--- src/rtl/oc_seq_pkg.sv ---
package oc_seq_pkg;

    typedef enum logic [1:0] {
        ST_NORMAL  = 2'd0,
        ST_SKIP    = 2'd1,
        ST_WATCH   = 2'd2,
        ST_LATCHED = 2'd3
    } oc_state_e;

    typedef struct packed {
        oc_state_e state;
        logic      skip;
        logic      trip;
    } seq_regs_t;

endpackage

--- src/rtl/oc_fault_qual.sv ---
module oc_fault_qual (
    input  logic clk,
    input  logic rst_n,
    input  logic oc_flag,
    input  logic oc_sample_en,
    input  logic clear,
    output logic fault_now,
    output logic fault_cycle
);

    logic seen_d, seen_q;

    always_comb begin
        fault_now = oc_flag & oc_sample_en;
        if (clear) begin
            seen_d = 1'b0;
        end else begin
            seen_d = seen_q | fault_now;
        end
    end

    always_ff @(posedge clk or negedge rst_n) begin
        if (!rst_n) begin
            seen_q <= 1'b0;
        end else begin
            seen_q <= seen_d;
        end
    end

    assign fault_cycle = seen_q | fault_now;

    AST_NO_SAMPLE_NO_FAULT: assert property (@(posedge clk) disable iff (!rst_n)
        !oc_sample_en |-> !fault_now);

endmodule

--- src/rtl/oc_window_ctr.sv ---
module oc_window_ctr #(
    parameter int WIN_CYCLES = 8,
    parameter int CNT_W      = $clog2(2 * WIN_CYCLES + 1)
) (
    input  logic clk,
    input  logic rst_n,
    input  logic clr,
    input  logic inc,
    output logic skip_last,
    output logic watch_last
);

    localparam logic [CNT_W-1:0] SKIP_END  = CNT_W'(WIN_CYCLES - 1);
    localparam logic [CNT_W-1:0] WATCH_END = CNT_W'(2 * WIN_CYCLES - 1);
    localparam logic [CNT_W-1:0] CNT_MAX   = CNT_W'(2 * WIN_CYCLES);

    logic [CNT_W-1:0] cnt_d, cnt_q;

    always_comb begin
        cnt_d = cnt_q;
        if (clr) begin
            cnt_d = '0;
        end else if (inc && cnt_q != CNT_MAX) begin
            cnt_d = cnt_q + 1'b1;
        end
    end

    always_ff @(posedge clk or negedge rst_n) begin
        if (!rst_n) begin
            cnt_q <= '0;
        end else begin
            cnt_q <= cnt_d;
        end
    end

    assign skip_last  = (cnt_q == SKIP_END);
    assign watch_last = (cnt_q == WATCH_END);

    AST_NO_OVERFLOW: assert property (@(posedge clk) disable iff (!rst_n)
        cnt_q <= CNT_MAX);

    AST_CLR_ZERO: assert property (@(posedge clk) disable iff (!rst_n)
        clr |=> cnt_q == '0);

endmodule

--- src/rtl/oc_gate_mux.sv ---
module oc_gate_mux
    import oc_seq_pkg::*;
(
    input  logic      rst_n,
    input  logic      chip_en,
    input  logic      pwm_req,
    input  oc_state_e state,
    input  logic      skip,
    output logic      upper_en,
    output logic      lower_en
);

    logic run_ok;
    logic pass_hi;

    always_comb begin
        run_ok  = rst_n & chip_en;
        pass_hi = pwm_req;
        if (state == ST_SKIP && skip) begin
            pass_hi = 1'b0;
        end
        if (!run_ok || state == ST_LATCHED) begin
            upper_en = 1'b0;
            lower_en = 1'b0;
        end else begin
            upper_en = pass_hi;
            lower_en = ~pass_hi;
        end
    end

endmodule

--- src/rtl/oc_hiccup_seq.sv ---
module oc_hiccup_seq
    import oc_seq_pkg::*;
#(
    parameter int WIN_CYCLES = 8
) (
    input  logic       clk,
    input  logic       rst_n,
    input  logic       chip_en,
    input  logic       sw_strobe,
    input  logic       oc_flag,
    input  logic       oc_sample_en,
    input  logic       pwm_req,
    output logic       upper_en,
    output logic       lower_en,
    output logic       trip,
    output logic       latched,
    output logic [1:0] mode
);

    localparam int CNT_W = $clog2(2 * WIN_CYCLES + 1);

    seq_regs_t r_d, r_q;

    logic fault_now, fault_cycle;
    logic qual_clr;
    logic ctr_clr, ctr_inc;
    logic skip_last, watch_last;

    oc_fault_qual u_qual (
        .clk          (clk),
        .rst_n        (rst_n),
        .oc_flag      (oc_flag),
        .oc_sample_en (oc_sample_en),
        .clear        (qual_clr),
        .fault_now    (fault_now),
        .fault_cycle  (fault_cycle)
    );

    oc_window_ctr #(
        .WIN_CYCLES (WIN_CYCLES),
        .CNT_W      (CNT_W)
    ) u_ctr (
        .clk        (clk),
        .rst_n      (rst_n),
        .clr        (ctr_clr),
        .inc        (ctr_inc),
        .skip_last  (skip_last),
        .watch_last (watch_last)
    );

    oc_gate_mux u_gate (
        .rst_n    (rst_n),
        .chip_en  (chip_en),
        .pwm_req  (pwm_req),
        .state    (r_q.state),
        .skip     (r_q.skip),
        .upper_en (upper_en),
        .lower_en (lower_en)
    );

    always_comb begin
        r_d      = r_q;
        r_d.trip = 1'b0;
        qual_clr = sw_strobe;
        ctr_clr  = 1'b0;
        ctr_inc  = 1'b0;

        if (!chip_en) begin
            r_d.state = ST_NORMAL;
            r_d.skip  = 1'b0;
            ctr_clr   = 1'b1;
            qual_clr  = 1'b1;
        end else begin
            unique case (r_q.state)
                ST_NORMAL: begin
                    ctr_clr = 1'b1;
                    if (fault_now) begin
                        r_d.state = ST_SKIP;
                        r_d.skip  = 1'b1;
                        qual_clr  = 1'b1;
                    end
                end
                ST_SKIP: begin
                    if (sw_strobe) begin
                        ctr_inc  = 1'b1;
                        r_d.skip = fault_cycle;
                        if (skip_last) begin
                            r_d.state = ST_WATCH;
                            r_d.skip  = 1'b0;
                        end
                    end
                end
                ST_WATCH: begin
                    if (fault_now) begin
                        r_d.state = ST_LATCHED;
                        r_d.trip  = 1'b1;
                        ctr_clr   = 1'b1;
                    end else if (sw_strobe) begin
                        if (watch_last) begin
                            r_d.state = ST_NORMAL;
                            ctr_clr   = 1'b1;
                        end else begin
                            ctr_inc = 1'b1;
                        end
                    end
                end
                ST_LATCHED: begin
                    ctr_clr  = 1'b1;
                    r_d.skip = 1'b0;
                end
                default: begin
                    r_d.state = ST_NORMAL;
                end
            endcase
        end
    end

    always_ff @(posedge clk or negedge rst_n) begin
        if (!rst_n) begin
            r_q <= '{state: ST_NORMAL, skip: 1'b0, trip: 1'b0};
        end else begin
            r_q <= r_d;
        end
    end

    assign trip    = r_q.trip;
    assign latched = (r_q.state == ST_LATCHED);
    assign mode    = r_q.state;

    always_comb begin
        if (!rst_n) begin
            AST_RESET_GATES_LOW: assert (!upper_en && !lower_en);
        end
    end

    AST_ENTRY_TO_SKIP: assert property (@(posedge clk) disable iff (!rst_n)
        (r_q.state == ST_NORMAL && chip_en && oc_flag && oc_sample_en)
        |=> r_q.state == ST_SKIP);

    AST_SKIP_BLOCKS_UPPER: assert property (@(posedge clk) disable iff (!rst_n)
        (r_q.state == ST_SKIP && r_q.skip) |-> !upper_en);

    AST_WATCH_FAULT_LATCH: assert property (@(posedge clk) disable iff (!rst_n)
        (r_q.state == ST_WATCH && chip_en && oc_flag && oc_sample_en)
        |=> r_q.state == ST_LATCHED);

    AST_LATCH_DRIVES_LOW: assert property (@(posedge clk) disable iff (!rst_n)
        latched |-> (!upper_en && !lower_en));

    AST_LATCH_HOLDS: assert property (@(posedge clk) disable iff (!rst_n)
        (latched && chip_en) |=> latched);

    AST_TRIP_SINGLE: assert property (@(posedge clk) disable iff (!rst_n)
        trip |=> !trip);

    AST_TRIP_ON_ENTRY: assert property (@(posedge clk) disable iff (!rst_n)
        $rose(latched) |-> trip);

    AST_NORMAL_FOLLOW: assert property (@(posedge clk) disable iff (!rst_n)
        (r_q.state == ST_NORMAL && chip_en) |-> (upper_en == pwm_req && lower_en == !pwm_req));

    AST_DISABLE_CLEARS: assert property (@(posedge clk) disable iff (!rst_n)
        !chip_en |=> r_q.state == ST_NORMAL);

endmodule

--- config.mk ---
export PLATFORM = sky130hd
export DESIGN_NAME = oc_hiccup_seq
export DESIGN_NICKNAME = d
export VERILOG_FILES = /design/src/rtl/oc_seq_pkg.sv /design/src/rtl/oc_fault_qual.sv /design/src/rtl/oc_window_ctr.sv /design/src/rtl/oc_gate_mux.sv /design/src/rtl/oc_hiccup_seq.sv
export SDC_FILE = /design/constraint.sdc
export NUM_CORES = 1
export LEC_CHECK = 0
export BUFFER_PORTS_ARGS = -buffer_cell sky130_fd_sc_hd__buf_2
export CAP_MARGIN = 20
export CORE_UTILIZATION = 62
export CTS_BUF_LIST = sky130_fd_sc_hd__clkbuf_4 sky130_fd_sc_hd__clkbuf_8
export DETAILED_ROUTE_END_ITERATION = 8
export PLACE_DENSITY = 0.95
export SLEW_MARGIN = 10
export SYNTH_ARGS = -nofsm -noshare
export SYNTH_HDL_FRONTEND = slang
export SYNTH_HIERARCHICAL = 1
export SYNTH_SLANG_ARGS = --single-unit
export TNS_END_PERCENT = 20
--- constraint.sdc ---
create_clock -name clk -period 5.6 [get_ports clk]
set_input_delay 0 -clock clk [delete_from_list [all_inputs] [get_ports clk]]
set_output_delay 0 -clock clk [all_outputs]
set_load 0.05 [all_outputs]
Word-level counts from Yosys, hierarchy flattened:

Index checks and enable logic that the tools add are counted.

* input bits: 7
* memories: 0
* ROM bits: 0
* register bits: 10
* memory bits (writable): 0
* bits in latches: 0

* muxes and demuxes: 32
* bitwise gates (word level): 4
* magnitude comparators: 0
* multiply operators: 0
* divide/modulo/power cells: 0
* shifts and indexed selects: 0
* eq/ne operators: 13
* add/subtract/negate cells: 1
* reduce and logical (&&, ||, !) cells: 9

Operators by type and width (number)
* 1-bit 2-to-1 mux: 19
* 3-bit 2-to-1 mux: 4
* 5-bit 2-to-1 mux: 2
* 3-bit inequality test (second input constant): 3
* 4-bit by 1-bit inequality test with 1-bit output (second input constant): 2
* 2-bit 2-to-1 mux: 3
* 2-bit case mux with 3 select lines: 1
* 6-bit AND reduction: 1
* 5-bit by 1-bit adder with 5-bit output (second input constant): 1
* 5-bit by 3-bit equality test with 1-bit output (second input constant): 1
* 5-bit by 4-bit equality test with 1-bit output (second input constant): 1
* 5-bit inequality test (second input constant): 1
* 2-bit equality test (second input constant): 2
* 4-bit by 3-bit inequality test with 1-bit output (second input constant): 1
* 4-bit inequality test (second input constant): 1
* 1-bit case mux with 2 select lines: 2
* 1-bit case mux with 3 select lines: 1
* 3-bit AND reduction: 1
* 1-bit AND: 2
* 2-bit by 1-bit equality test with 1-bit output (second input constant): 1
* 1-bit logical AND: 2
* 2-bit logical NOT: 1
* 2-bit nonzero test: 1
* 2-bit OR reduction: 1
* other kinds (4): 4

Depth between registers and ports, before layout:

Gate-level depths: netlist of run 1.

* word-level depth: 9
* gate-level depth with buffers: 9

Modules after synthesis:

Netlist of run 1, hierarchy kept.

Modules (own cells, without submodules)
* oc_hiccup_seq: sequential area each 100.1 µm², cells each 46, area each 422.9 µm², times used 1
* oc_window_ctr: sequential area each 125.1 µm², cells each 32, area each 301.5 µm², times used 1
* oc_fault_qual: sequential area each 25.0 µm², cells each 4, area each 53.8 µm², times used 1
* oc_gate_mux: sequential area each 0.0 µm², cells each 5, area each 30.0 µm², times used 1

Least setup slack after synthesis of run 1:

OpenSTA, ideal clock, no wires.

* path kind: reg2reg
* from: register u_ctr.cnt_q[0]
* to: register u_ctr.cnt_q[0]
* required time: 5.475 ns
* stages on the path, launching flop included: 8
* buffers on the path: 0
* data arrival time: 1.898 ns
* setup slack: 3.577 ns
* cells stage by stage: dfrtp_1 > ha_1 > and3_1 > ha_1 > nor3b_1 > o2111a_1 > o31a_1 > mux2_4

* cells in the longest elaborated chain, start to end: 8

Ends and longest elaborated chain
* start: declaration: line oc_window_ctr.sv:17 `logic [CNT_W-1:0] cnt_d, cnt_q;`
* start signal: assignment: line oc_window_ctr.sv:32 `cnt_q <= cnt_d;`
* 5-bit by 4-bit equality test with 1-bit output: line oc_window_ctr.sv:37 `assign watch_last = (cnt_q == WATCH_END);`
* via watch_last: line oc_hiccup_seq.sv:27 `logic skip_last, watch_last;`
* 1-bit 2-to-1 mux: line oc_hiccup_seq.sv:99 `if (watch_last) begin`
* 1-bit 2-to-1 mux: line oc_hiccup_seq.sv:98 `end else if (sw_strobe) begin`
* 1-bit 2-to-1 mux: line oc_hiccup_seq.sv:94 `if (fault_now) begin`
* 1-bit case mux with 2 select lines: line oc_hiccup_seq.sv:74 `unique case (r_q.state)`
* 1-bit 2-to-1 mux: line oc_hiccup_seq.sv:68 `if (!chip_en) begin`
* via ctr_inc: line oc_hiccup_seq.sv:26 `logic ctr_clr, ctr_inc;`
* 1-bit logical AND: line oc_window_ctr.sv:23 `end else if (inc && cnt_q != CNT_MAX) begin`
* 2-bit nonzero test (no source line)

The timed path passes the listed nets, and every way through them passes these cells. The select of a mux whose other input is x is not followed.
A chain may end at the register's enable or synchronous reset.

Final worst setup path of run 1:

Ends and elaborated chain as after synthesis.

==> results of run 1 <==
==> metal layers <==
| metal | routed length [um] | up-vias |
|---|---|---|
| li1 | - | 334 |
| met1 | 739 | 337 |
| met3 | 144 | 7 |
| met5 | 0 | - |
| met4 | 53 | 0 |
| met2 | 899 | 35 |
==> critical path, cell delays in order (launching register included) <==
cell,delay [ns]
dfrtp_1,0.42
ha_1,0.26
and3_1,0.19
ha_1,0.19
nor3b_1,0.22
o2111a_1,0.32
o31a_1,0.26
mux2_4,0.31
==> power breakdown <==
| part | switching [uW] | internal, uW |
|---|---|---|
| Sequential | 11.2 | 80.1 |
| Clock | 27.5 | 25.0 |
| Combinational | 73.2 | 44.4 |
| Total | 112 | 150 |
==> metrics by stage <==
stage          hold WS [ns]  total power [uW]
2_1_floorplan        -0.296               184
3_3_place_gp         -0.114               201
3_5_place_dp         -0.115               206
4_1_cts              0.0466               260
5_1_grt              0.0533               275
6_report             0.0620               261
==> worst max-delay path by stage <==
stage          cells past startpoint                  startpoint  slack [ns]                         end
2_1_floorplan                      7  u_ctr/cnt_q[0]$_DFFE_PN0P_        3.58  u_ctr/cnt_q[0]$_DFFE_PN0P_
6_report                           7  u_ctr/cnt_q[0]$_DFFE_PN0P_        3.30  u_ctr/cnt_q[0]$_DFFE_PN0P_
4_1_cts                            7  u_ctr/cnt_q[0]$_DFFE_PN0P_        3.34  u_ctr/cnt_q[0]$_DFFE_PN0P_
3_5_place_dp                       7  u_ctr/cnt_q[0]$_DFFE_PN0P_        3.35  u_ctr/cnt_q[0]$_DFFE_PN0P_
5_1_grt                            7  u_ctr/cnt_q[0]$_DFFE_PN0P_        3.24  u_ctr/cnt_q[0]$_DFFE_PN0P_
3_3_place_gp                       7  u_ctr/cnt_q[0]$_DFFE_PN0P_        3.45  u_ctr/cnt_q[0]$_DFFE_PN0P_
==> synthesized netlist by cell type, types with 2 or more instances <==
master     n  area share [%]
o21ai_0    4             2.5
nor2b_2    2             2.2
mux2i_1    3             3.7
inv_1      7             3.3
buf_4      2             1.9
nand2_1   10             4.6
nor2_1     4             1.9
dfrtp_1   10              31
nand2b_1   3             2.3
ha_1      10              15
nor3_1     3             1.9
==> cell type report <==
type / count / area (um^2)
multi-input combinational: 67 / 512
tap: 14 / 17.5
timing repair buffer: 13 / 70.1
inverter: 7 / 26.3
clock buffer: 3 / 22.5
sequential: 10 / 250
fill: 72 / 258
==> cell families after synthesis <==
| logic type | Yosys count |
|---|---|
| and+or+nand+nor | 34 |
| AOI/OAI and AO/OA | 18 |
| buffers and inverters | 10 |
| adders and majority gates | 10 |
| DFF | 10 |
| muxes | 4 |
| xor gates and xnor gates | 1 |
==> placed cells by master, fill, tap and decap left out, types with 2 or more instances in the layout <==
cell / count
nor2b_2: 2
clkbuf_4: 3
ha_1: 10
o21ai_0: 4
inv_1: 7
buf_2: 12
nand2_1: 10
nor3_1: 3
nor2_1: 4
dfrtp_1: 10
mux2i_1: 3
nand2b_1: 3
==> flip-flops by register name, summed over array words and instances (netlist names) <==
signal and cells:
u_ctr/cnt_q 5, trip 1, u_qual/seen_q 1, mode 2
r_q 1
==> what timing repair did <==
action                                  in CTS  in global routing
endpoints found under the setup margin       0                  0
endpoints found under the hold margin       10                  0
hold buffers                                 1                  0
resized for setup                            0                  0
==> impl_metrics.toml, run 1 <==
[run]
cap_violations = 0

[finish]
nets = 119
drive_gt1_share_pct = 24.0
instances_no_fill = 114
antenna_cells = 0
syn_to_final_growth_pct = 11.1
utilization_pct = 77.7
final_cell_area_um2 = 898

[status]
status = "complete, no violations"

[global_route]
grt_pass1_vias = 655
antenna_found_initial = 0
grt_util_met3_pct = 11.0
met2_usage_pct = 51.3
overflow = 0
grt_max_degree = 13
busiest_layer = "met2"
grt_pass1_wl_mm = 2.84
grtUsageMet1_pct = 31.9
grt.total_usage_pct = 30.0

[min_path]
worstHoldEndpoint = "u_qual/seen_q$_DFF_PN0_"
worstHoldStart = "sw_strobe"
hp-class = "primary input to flop"
hold_depth = 3

[power_and_ir_drop]
power.leakage_uw = 0.000435
peakVddDrop_v = 0.000269
cellPowerDensity_mw_per_mm2 = 291

[clocking]
htree_levels = 1
insertion_delay_ns = 0.28
clk_pin_slew_ns = 0.06
cts_buffer_depth = 2
cts_made_buffers = 3
cts_tree = "done"
cts.sinks = 10
cts-root-buf = "clkbuf_4"
cts_setup_buffers = 0

[logic_synthesis]
synth_top_family_by_area = "simple AND/OR/NAND/NOR gates"
async_reset_ff_share_pct = 100
ys_types = 40
ys.warnings.count = 6
synth-edff-count = 0
synth_compound_area_share_pct = 16.6
synth.mux.area_fraction_pct = 5.57
yosys_register_bits = 10
synth.avg_cell_area_um2 = 9.29
netlist_area_um2 = 808
postSynthCellCount = 87
synth-adder-area-share_pct = 15.5
synthFlopType = "dfrtp_1"
synthSimpleGateAreaFrac_pct = 24.6
synthXorXnorAreaFrac_pct = 1.08
synth.net_count = 104
ys_seq_area_share_pct = 31.0

[timing]
tns_ns = 0
setup_violations = 0
layout_setup_ws_ns = 3.30
min_period_ns = 2.30
slew_violations = 0
hold_viol = 0
rsz0062_at_grt = "no"
post-route-period-util_pct = 41.0
slew_headroom_pct = 53.2
fmax_mhz = 436
worst_slew_pin_slew_ns = 0.695
skew_ns = 0.00383

[setup_path]
critPathMaxFanout = 5
r2r_slack_ns = 3.30
path_class = "flop to flop"
start_kind = "flop"
cp.required_ns = 5.77
r2r_start = "u_ctr/cnt_q[0]$_DFFE_PN0P_"
r2r-end = "u_ctr/cnt_q[0]$_DFFE_PN0P_"
r2r_cells = 7
cp.arrival_ns = 2.46
cp-end-kind = "flop"

[floorplan]
die_area_mm2 = 0.00145
fp.dieW_um = 38.1
fp.dieH_um = 38.1
io_pins = 13
core_mm2 = 0.00116
initial_utilization_pct = 69.9
rows = 12

[routing]
routed_wl_mm = 1.84
dr.pass1.iters = 4
wl_per_cell_um = 16.1
vias = 713
via_per_inst = 6.25
drc = 0
initialDrtViolationCount = 33
antenna_left = 0

[placement]
place_inst = 110
portBuffers = 12
gp_congestion = 0.817
hpwl_mm = 1.37
post-place-ws_ns = 3.35
placed_cell_area_um2 = 866
(Power assumes the default switching activity.)
==> run 2, diff against run 1 <==
Settings changed: CORE_UTILIZATION 62 to 57, PLACE_DENSITY 0.95 to 0.91.
Clock period 5.6 ns to 2.35 ns, I/O delays scaled along.
==> run 2 against run 1 <==
Effect of this change: clock skew fell by 0.0021 ns; global-route usage shrank 3.6 points; sequential cell count stayed put; highest routed layer unchanged; maximum frequency up 4.9%; critical endpoint unchanged; worst hold slack lost 0.011 ns; core utilization fell by 8.2 points; largest power group unchanged; non-clock buffer count up 2.
==> impl_metrics.toml, run 2 (same netlist as run 1, synthesis figures left out) <==
[power_and_ir_drop]
peakVddDrop_v = 0.000405
internal_power_uw = 365
switching_power_uw = 258
power.share.clock_pct = 19.1
cellPowerDensity_mw_per_mm2 = 680
switching_share_pct = 41.4
p_seq_share_pct = 34.6
combPwrFrac_pct = 46.3
power.leakage_uw = 0.000441

[setup_path]
critPathMaxFanout = 5
cp.arrival_ns = 2.35
cp-end-kind = "flop"
start_kind = "flop"
max_stage_delay_ns = 0.41
r2r_start = "u_ctr/cnt_q[0]$_DFFE_PN0P_"
r2r_cells = 7
r2r_slack_ns = 0.16
cp.required_ns = 2.51
r2r-end = "u_ctr/cnt_q[0]$_DFFE_PN0P_"
path_class = "flop to flop"
worstPathCellList = "ha_1, and3_1, ha_1, nor3b_1, o2111a_2, o31a_1, mux2_4"
cpMostUsedCell = "ha_1"
crit_path_top_delay_cell = "dfrtp_1"

[floorplan]
initial_utilization_pct = 61.3
io_pins = 13
fp.dieW_um = 39.7
core_mm2 = 0.00132
rows = 13
fp.dieH_um = 39.7
die_area_mm2 = 0.00157

[timing]
worst_slew_pin_slew_ns = 0.325
min_period_ns = 2.19
fmax_mhz = 457
rsz0062_at_grt = "no"
setup_violations = 0
slew_headroom_pct = 78.2
skew_ns = 0.00175
tns_ns = 0
layout_setup_ws_ns = 0.162
hold_viol = 0
post-route-period-util_pct = 93.1
slew_violations = 0

[min_path]
worstHoldStart = "sw_strobe"
worstHoldEndpoint = "u_qual/seen_q$_DFF_PN0_"
hold_depth = 3
hp-class = "primary input to flop"

[clocking]
cts-root-buf = "clkbuf_4"
insertion_delay_ns = 0.27
cts_buffer_depth = 2
clk_pin_slew_ns = 0.06
cts_made_buffers = 3
cts.sinks = 10
cts_tree = "done"
htree_levels = 1

[routing]
top_layer_used = "met4"
wl_per_cell_um = 14.0
initialDrtViolationCount = 19
wl_met2_um = 802
drc = 0
antenna_left = 0
via_per_inst = 5.93
wl_met1_um = 750
routed_wl_mm = 1.64
dr.pass1.iters = 4
met3_length_um = 55
vias = 694

[placement]
hpwl_mm = 1.26
post-place-ws_ns = 0.143
gp_congestion = 0.775
place_inst = 112
portBuffers = 12

[global_route]
grt_pass1_vias = 618
grt_pass1_wl_mm = 2.61
overflow = 0
grt.total_usage_pct = 26.4
antenna_found_initial = 0
grt_max_degree = 13

[finish]
antenna_cells = 0
largest_register_ffs = 5
final_common_cell = "buf_2"
instances_no_fill = 117
drive_gt1_share_pct = 26.5
top_register = "u_ctr/cnt_q"
final_cell_mix = "buf_2 (12), nand2_1 (10), ha_1 (10), dfrtp_1 (10), inv_1 (7)"
fill_cells = 108
syn_to_final_growth_pct = 13.3
nets = 121

[status]
status = "complete, no violations"

[run]
cap_violations = 0
## run 2: changes by cell type in the layout (fill, tap and decap cells not counted), sizes merged
cell and change:
buf +2
## run 2: critical path: cells and delay by family (launching register included)
family	cells	cell delay (ns)
AOI/OAI and AO/OA	2	0.49
adders and majority gates	2	0.45
and+or+nand+nor	2	0.42
DFF	1	0.41
muxes	1	0.31
## run 2: power groups by stage
stage | registers, uW | clock network [uW] | logic, uW
finish | 215 | 119 | 288
CTS | 215 | 125 | 284
global placement | 217 | 0 | 271
floorplan | 213 | 0 | 224
global route | 219 | 132 | 314
detailed placement | 218 | 0 | 282
## run 2: how the worst max path moves through the flow
stage	startpoint	endpoint	slack (ns)	depth (start not counted)
after floorplan	u_ctr/cnt_q[0]$_DFFE_PN0P_	u_ctr/cnt_q[0]$_DFFE_PN0P_	0.33	7
after global placement	u_ctr/cnt_q[0]$_DFFE_PN0P_	u_ctr/cnt_q[0]$_DFFE_PN0P_	0.28	7
after detailed placement	u_ctr/cnt_q[0]$_DFFE_PN0P_	u_ctr/cnt_q[0]$_DFFE_PN0P_	0.14	7
after CTS	u_ctr/cnt_q[0]$_DFFE_PN0P_	u_ctr/cnt_q[0]$_DFFE_PN0P_	0.12	7
after global routing	u_ctr/cnt_q[0]$_DFFE_PN0P_	u_ctr/cnt_q[0]$_DFFE_PN0P_	0.02	7
final	u_ctr/cnt_q[0]$_DFFE_PN0P_	u_ctr/cnt_q[0]$_DFFE_PN0P_	0.16	7
## run 2: metrics by stage
stage	hold slack (ns)	area [um^2]	util, %	power (uW)
floorplan	-0.296	808	-	437
global placement	-0.116	875	66.4	488
detailed placement	-0.113	875	66.4	500
CTS	0.0500	907	68.9	624
global route	0.0750	916	69.5	665
finish	0.0515	916	69.5	623
## run 2: timing repair
item	4_1_cts	5_1_grt
endpoints found under the hold margin	10	0
setup buffers	0	1
hold buffers	1	0
gates resized for setup	0	1
endpoints found under the setup margin	0	1
## run 2: area by class of cell
class	count	area [um^2]	area share, %
clock buffers	3	22.5	2.46
inverters	7	26.3	2.87
multi-input cells	67	513	56.0
repair buffers	15	85.1	9.29
flip-flops and latches	10	250	27.3
well taps	15	18.8	2.05
## run 2: routing by layer
layer  vias to the layer above  track usage [%]
met2                        13             41.8
met3                         5             5.68
met4                         0             17.2
li1                        337                -
met1                       339             31.6
met5                         -                0
==> run 3, diff against run 2 <==
==> constraint.sdc (replaced) <==
create_clock -name clk -period 2.35 [get_ports clk]
set_input_delay 0.705 -clock clk [delete_from_list [all_inputs] [get_ports clk]]
set_output_delay 0.705 -clock clk [all_outputs]
set_load 0.05 [all_outputs]
==> run 3 against run 2 <==
Effect of this change: power down 0.28%; clock skew up 0.0076 ns; sequential power up 2%; sequential cell count unchanged; non-clock buffer count unchanged; setup slack better by 0.016 ns; core utilization up 0.19 points; critical path type unchanged; critical endpoint unchanged.
==> impl_metrics.toml, run 3 (same netlist as run 1, synthesis figures left out) <==
[setup_path]
crit_start = "u_ctr/cnt_q[0]$_DFFE_PN0P_"
r2r_start = "u_ctr/cnt_q[0]$_DFFE_PN0P_"
cpMostUsedCell = "ha_1"
worstPathCellList = "ha_1, and3_1, ha_1, nor3b_1, o2111a_1, o31a_1, mux2_4"
r2r_cells = 7
critPathMaxFanout = 5
max_stage_delay_ns = 0.42
start_kind = "flop"
r2r_slack_ns = 0.18
cp-end-kind = "flop"
path_buf_inv = 0
path_class = "flop to flop"
cp.required_ns = 2.51
cp.arrival_ns = 2.33
crit_path_top_delay_cell = "dfrtp_1"
r2r-end = "u_ctr/cnt_q[0]$_DFFE_PN0P_"
critPathTopFamily = "compound AO/OA/AOI/OAI gates"

[status]
status = "complete, no violations"

[floorplan]
die_area_mm2 = 0.00157
initial_utilization_pct = 61.3
rows = 13
fp.dieH_um = 39.7
core_mm2 = 0.00132
fp.dieW_um = 39.7
io_pins = 13

[run]
cap_violations = 0

[min_path]
hp-class = "primary input to asynchronous set/reset pin"

[finish]
final_common_cell = "buf_2"
drive_gt1_share_pct = 27.5
top_register = "u_ctr/cnt_q"
final_cell_mix = "buf_2 (12), nand2_1 (10), ha_1 (10), dfrtp_1 (10), inv_1 (7)"
nets = 121
fill_cells = 103
final_cell_area_um2 = 918
antenna_cells = 0
utilization_pct = 69.7
syn_to_final_growth_pct = 13.6
largest_register_ffs = 5
final-seq-area_um2 = 250
multi_input_area_um2 = 518

[timing]
min_period_ns = 2.17
skew_ns = 0.00934
slew_violations = 0
post-route-period-util_pct = 92.4
hold_viol = 0
rsz0062_at_grt = "no"
worst_slew_pin_slew_ns = 0.387
setup_violations = 0
slew_headroom_pct = 74.0
layout_setup_ws_ns = 0.178
tns_ns = 0
fmax_mhz = 460

[global_route]
grt_max_degree = 9
grt_pass1_vias = 603
grt.total_usage_pct = 25.6
overflow = 0
antenna_found_initial = 0
grt_pass1_wl_mm = 2.53

[clocking]
cts_setup_buffers = 0
htree_levels = 1
hold_buffers = 0
cts.sinks = 10
clk_pin_slew_ns = 0.07
postCtsResizedCells = 0
insertion_delay_ns = 0.27
cts_tree = "done"
cts-root-buf = "clkbuf_4"
cts_buffer_depth = 2
cts_made_buffers = 3

[routing]
antenna_left = 0
routed_wl_mm = 1.69
vias = 675
dr.pass1.iters = 4
drc = 0
initialDrtViolationCount = 5
wl_per_cell_um = 14.4
via_per_inst = 5.77

[placement]
portBuffers = 12
placed_cell_area_um2 = 896
post-place-ws_ns = 0.142
hpwl_mm = 1.35
gp_congestion = 0.809

[power_and_ir_drop]
power.total_uw = 621
power.leakage_uw = 0.000447
peakVddDrop_v = 0.000473
cellPowerDensity_mw_per_mm2 = 676
-- run 3: stage by stage --
stage	instances	hold slack [ns]
6_report	117	0.235
5_1_grt	117	0.238
4_1_cts	117	0.236
3_5_place_dp	114	0.522
3_3_place_gp	114	0.523
2_1_floorplan	87	0.409
-- run 3: layout make-up --
class / instances / area share (%)
clock buffer: 3 / 2.45
inverter: 7 / 2.86
multi-input combinational: 67 / 56.4
sequential: 10 / 27.2
tap: 15 / 2.04
timing repair buffer: 15 / 8.99
-- run 3: report_power, final --
part	switching, uW	internal [uW]	total (uW)
combinational	171	114	285
sequential	29.0	191	220
clock	56.7	59.0	116
total	257	364	621
-- run 3: worst max-delay path by stage --
| stage | end | slack, ns | cells past startpoint |
|---|---|---|---|
| after floorplan | lower_en | 0.16 | 1 |
| after global placement | u_ctr/cnt_q[0]$_DFFE_PN0P_ | 0.20 | 6 |
| after detailed placement | u_ctr/cnt_q[0]$_DFFE_PN0P_ | 0.14 | 6 |
| after CTS | u_ctr/cnt_q[0]$_DFFE_PN0P_ | 0.17 | 7 |
| after global routing | u_ctr/cnt_q[0]$_DFFE_PN0P_ | 0.07 | 7 |
| final | u_ctr/cnt_q[0]$_DFFE_PN0P_ | 0.18 | 7 |
-- run 3: routing by layer --
metal	vias to the layer above	GRT usage (%)	wire length, um
met4	0	18.1	51
met1	317	26.0	691
li1	337	-	-
met3	7	5.68	40
met2	14	45.1	903
met5	-	0	0
